==> src/rtl/tx_holding_fifo.sv <==
module tx_holding_fifo #(
  parameter int DEPTH       = 16,
  parameter int WIDTH       = 8,
  parameter int DELAY_TICKS = 10
) (
  input  logic                       clk,
  input  logic                       rst_n,
  input  logic                       wr_en,
  input  logic [WIDTH-1:0]           wr_data,
  input  logic                       fifo_clr,
  input  logic                       iid_rd,
  input  logic [2:0]                 iid_code,
  input  logic                       bit_tick,
  input  logic                       tx_ready,
  output logic                       tx_valid,
  output logic [WIDTH-1:0]           tx_data,
  output logic [$clog2(DEPTH+1)-1:0] level,
  output logic                       full,
  output logic                       empty,
  output logic                       overflow,
  output logic                       thre_irq
);
  localparam int PW = (DEPTH > 1) ? $clog2(DEPTH) : 1;
  localparam int LW = $clog2(DEPTH + 1);
  localparam int TW = $clog2(DELAY_TICKS + 1);

  logic [WIDTH-1:0] mem [DEPTH];
  logic [PW-1:0]    rd_ptr, wr_ptr;
  logic [LW-1:0]    cnt;
  logic [TW-1:0]    timer;
  logic             held, arm, was_empty;

  function automatic logic [PW-1:0] nxt(input logic [PW-1:0] p);
    return (p == PW'(DEPTH - 1)) ? '0 : p + 1'b1;
  endfunction

  assign empty    = (cnt == '0);
  assign full     = (cnt == LW'(DEPTH));
  assign level    = cnt;
  assign tx_valid = !empty;
  assign tx_data  = mem[rd_ptr];
  assign overflow = wr_en & full & ~fifo_clr;

  wire push       = wr_en & ~full & ~fifo_clr;
  wire pop        = tx_ready & ~empty & ~fifo_clr;
  wire went_empty = empty & ~was_empty;
  wire thre_clr   = wr_en | (iid_rd & (iid_code == 3'b001));

  always_ff @(posedge clk)
    if (push) mem[wr_ptr] <= wr_data;

  always_ff @(posedge clk) begin
    if (!rst_n || fifo_clr) begin
      rd_ptr <= '0;
      wr_ptr <= '0;
      cnt    <= '0;
    end else begin
      if (push) wr_ptr <= nxt(wr_ptr);
      if (pop)  rd_ptr <= nxt(rd_ptr);
      case ({push, pop})
        2'b10:   cnt <= cnt + 1'b1;
        2'b01:   cnt <= cnt - 1'b1;
        default: cnt <= cnt;
      endcase
    end
  end

  always_ff @(posedge clk) begin
    if (!rst_n) begin
      thre_irq  <= 1'b1;
      held      <= 1'b0;
      arm       <= 1'b0;
      timer     <= '0;
      was_empty <= 1'b1;
    end else begin
      was_empty <= empty;
      if (cnt >= LW'(2)) held <= 1'b1;
      if (went_empty) begin
        if (held) begin
          thre_irq <= 1'b1;
          held     <= 1'b0;
        end else begin
          arm   <= 1'b1;
          timer <= TW'(DELAY_TICKS);
        end
      end else if (arm) begin
        if (!empty) arm <= 1'b0;
        else if (bit_tick) begin
          if (timer == TW'(1)) begin
            thre_irq <= 1'b1;
            arm      <= 1'b0;
            held     <= 1'b0;
          end else timer <= timer - 1'b1;
        end
      end
      if (thre_clr) thre_irq <= 1'b0;
    end
  end

  a_r3_full_drop: assert property (@(posedge clk) disable iff (!rst_n)
    full && wr_en && !fifo_clr && !tx_ready |=> level == LW'(DEPTH));
  a_r4_empty_pop: assert property (@(posedge clk) disable iff (!rst_n)
    empty && tx_ready && !wr_en |=> empty);
  a_r5_clear: assert property (@(posedge clk) disable iff (!rst_n)
    fifo_clr |=> empty && !tx_valid);
  a_r6_immediate: assert property (@(posedge clk) disable iff (!rst_n)
    went_empty && held && !thre_clr |=> thre_irq);
  a_r7_deferred: assert property (@(posedge clk) disable iff (!rst_n)
    went_empty && !held |=> !thre_irq);
  a_r8_write_clears: assert property (@(posedge clk) disable iff (!rst_n)
    wr_en |=> !thre_irq);
  a_r9_iid_clears: assert property (@(posedge clk) disable iff (!rst_n)
    iid_rd && iid_code == 3'b001 |=> !thre_irq);
  a_r10_only_empty: assert property (@(posedge clk) disable iff (!rst_n)
    thre_irq |-> empty);
endmodule

==> config.mk <==
export PLATFORM = sky130hd
export DESIGN_NAME = tx_holding_fifo
export DESIGN_NICKNAME = d
export VERILOG_FILES = /design/src/rtl/tx_holding_fifo.sv
export SDC_FILE = /design/constraint.sdc
export NUM_CORES = 1
export LEC_CHECK = 0
export BUFFER_PORTS_ARGS = -buffer_cell sky130_fd_sc_hd__buf_2
export CAP_MARGIN = 5
export CELL_PAD_IN_SITES_DETAIL_PLACEMENT = 0
export CELL_PAD_IN_SITES_GLOBAL_PLACEMENT = 1
export CORE_MARGIN = 5
export CORE_UTILIZATION = 40
export CTS_BUF_LIST = sky130_fd_sc_hd__clkbuf_4
export DETAILED_ROUTE_END_ITERATION = 8
export HOLD_SLACK_MARGIN = 0.02
export PLACE_DENSITY_LB_ADDON = 0.12
export SYNTH_ARGS = -nofsm -noshare
export SYNTH_HDL_FRONTEND = slang
export SYNTH_SLANG_ARGS = --single-unit
==> constraint.sdc <==
create_clock -name clk -period 4 [get_ports clk]
set_clock_uncertainty 0.1 [all_clocks]
set_input_delay 0.2 -clock clk [delete_from_list [all_inputs] [get_ports clk]]
set_output_delay 0.2 -clock clk [all_outputs]
set_load 0.02 [all_outputs]
==> flow_summary.toml <==
[status]
run_status = "complete, no violations"

[global_routing]
use_met1_pct = 20.23
use_met2_pct = 25.00
grt_pass1_vias = 3570
grt_overflow = 0
grt_pass1_wl_um = 20640
grt_max_degree = 33
antenna_found_initial = 0
met3_usage_pct = 3.455
gr-usage-all-layers_pct = 15.28
grt_busiest_layer = "met2"

[sta]
period_minus_slack_ps = 3172
fmax_mhz = 315.3
slew_headroom_pct = 33.31
grt_setup_unrepaired = "no"
setup_ws_ps = 828.2
min_period_over_period_pct = 79.30
setup_tns_ps = 0
setup_viol = 0
drv_slew = 0
worst_pin_slew_ps = 998.4
hold_violations = 0

[place]
io_buffers = 35
place_ws_ps = 864.8
place_congestion = 0.7596
dp_hpwl_um = 8331
placed_cells = 612

[routing]
routed_via_density = 5.280
drc = 0
drtAntennaViolNets = 0
first_pass_iters = 4
wirelength_um = 13220
first_iter_violations = 186
wl_per_cell_um = 20.09
vias = 3474

[setup_path]
critical_path.endpoint = "level[2]"
crit_arrival_ps = 3520
cp-start-kind = "flip-flop"
rr_worst_depth = 10
crit_start = "level[1]"
crit_fanout = 18
endpoint_kind = "flip-flop"
r2r-start = "level[1]"
r2r_setup_slack_ps = 830
critPathKind = "reg2reg"
crit_required_ps = 4350
r2r-end = "level[2]"

[yosys]
synth.top_cell.area_share_pct = 61.16
syn_area_um2 = 6285
ys_ff_latch = 153
synth_flop_cell = "edfxtp_1"
ys_async_sr_fraction_pct = 0
yosys-top-cells-area = "edfxtp_1 (61%), mux4_2 (11%), dfxtp_1 (8.0%)"
yosysWarnings = 0
synth_area_per_cell_um2 = 16.54
synthCells = 380
yosysSeqAreaShare_pct = 69.12
mappedNetlistNets = 408
synth_top_cell_by_area = "edfxtp_1"
ys_types = 52
synth-edff-count = 128

[floorplan]
fp.dieW_um = 135.3
pin_count = 36
start_util_pct = 41.04
core_um2 = 15310
die-area_um2 = 18320
std_cell_rows = 45
die_y_um = 135.3

[clock_tree]
path_clk_slew_ps = 120
clock_latency_ps = 530
cts_inserted_buffers = 17
cts.sinks = 153
tritoncts = "done"
cts.path.max_buffers = 2
cts_root_buf = "clkbuf_4"
htree_num_levels = 4

[pwr]
ir_worst_vdd_mv = 0.1596
power.density_nw_per_um2 = 410.8
power_w = 0.002933
p_leak_nw = 2.429

[cells_and_area]
area_growth_pct = 13.60
drive_above_1_share_pct = 23.04
layout.cells.non_filler = 658
diodes = 0
final_nets = 463

[hold_path]
whs_path_depth = 3
hp-start = "rst_n"
hp-class = "in2reg"

[flow_run]
maxCapViolations = 0
-- flip-flops by register name, summed over array words and instances, names as in the netlist, named ones only --
register / count
mem: 128
level: 5
wr_ptr: 4
arm: 1
was_empty: 1
held: 1
timer: 4
rd_ptr: 4
thre_irq: 1
-- worst max-delay path: stages, from the launching register on --
cell and delay (ps):
dfxtp_1 480, or3_1 370, o21ba_1 580, inv_1 150, ha_1 320, xor2_1 170, ha_1 230, a21oi_1 150
xnor2_1 90, or3_1 300, a21oi_1 150
-- cell type report --
cell class	count	area, um2
fill	1366	8175
timing repair buffer	54	355.3
clock inverter	11	177.7
sequential	153	4345
clock buffer	20	150.1
tap	211	264.0
multi-input combinational	197	1802
inverter	12	45.04
-- synth_stat cells, drive strengths merged (2+ instances only) --
cell and count:
nand2 18, a21oi 10, a21boi 2, xnor2 2, clkbuf 10, nand3 6
or2 2, nor2 17, nand2b 5, buf 8, and3 17, a22oi 16
mux4 32, a31oi 3, ha 10, nor3 5, edfxtp 128, o211ai 2
a211oi 2, inv 12, or3 3, xor2 3, dfxtp 25, mux2i 3
nor2b 7, and2 3, o21ai 9
-- what timing repair did --
action                                 CTS  global route
gates resized for setup                  0             0
setup endpoints to repair                0             0
buffers inserted                         0             0
hold buffers                            15             0
endpoints found under the hold margin  143             0
-- per-stage QoR --
stage,utilization (%),area (um2),hold WS [ps]
6_report,46.62,7139,368.5
5_1_grt,46.62,7139,333.2
4_1_cts,46.62,7139,315.9
3_5_place_dp,43.50,6661,358.4
3_3_place_gp,43.50,6661,349.4
2_1_floorplan,-,6285,198.9
-- worst min path at each step --
stage                      to  slack (ps)
detailed placement   thre_irq         360
global route        was_empty         330
finish              was_empty         370
floorplan           mem[0][0]         200
global placement     thre_irq         350
CTS                 was_empty         320
-- placed cells by master (no fill, tap or decap), types with 12 or more instances in the layout --
cell type / instances
and3_1: 17
inv_1: 12
nor2_1: 16
nand2_1: 18
dfxtp_1: 24
clkbuf_4: 20
mux4_2: 32
dlygate4sd3_1: 15
buf_2: 35
a22oi_1: 16
edfxtp_1: 128
-- power by group --
group / switching (W) / leakage [nW] / internal, W
combinational: 0.0000700 / 0.900 / 0.0000453
sequential: 0.00000561 / 1.36 / 0.00173
clock: 0.000512 / 0.173 / 0.000568
-- routing by layer --
layer	routed length (um)	vias up	share of wire, %
li1	-	1624	-
met1	6077	1784	46
met2	6589	62	50
met3	475	4	3.6
met4	76	0	0.57
met5	0	-	0
-- cells by family after synthesis --
group,after synthesis,share of synthesized area (%)
compound gates,57,6.371
simple gates,90,7.665
xor+xnor,5,0.6969
buf+inv,30,2.210
flops,153,69.12
fa+ha+maj,10,1.991
mux,35,11.95
No activity file was read; power rests on OpenSTA's default activity.
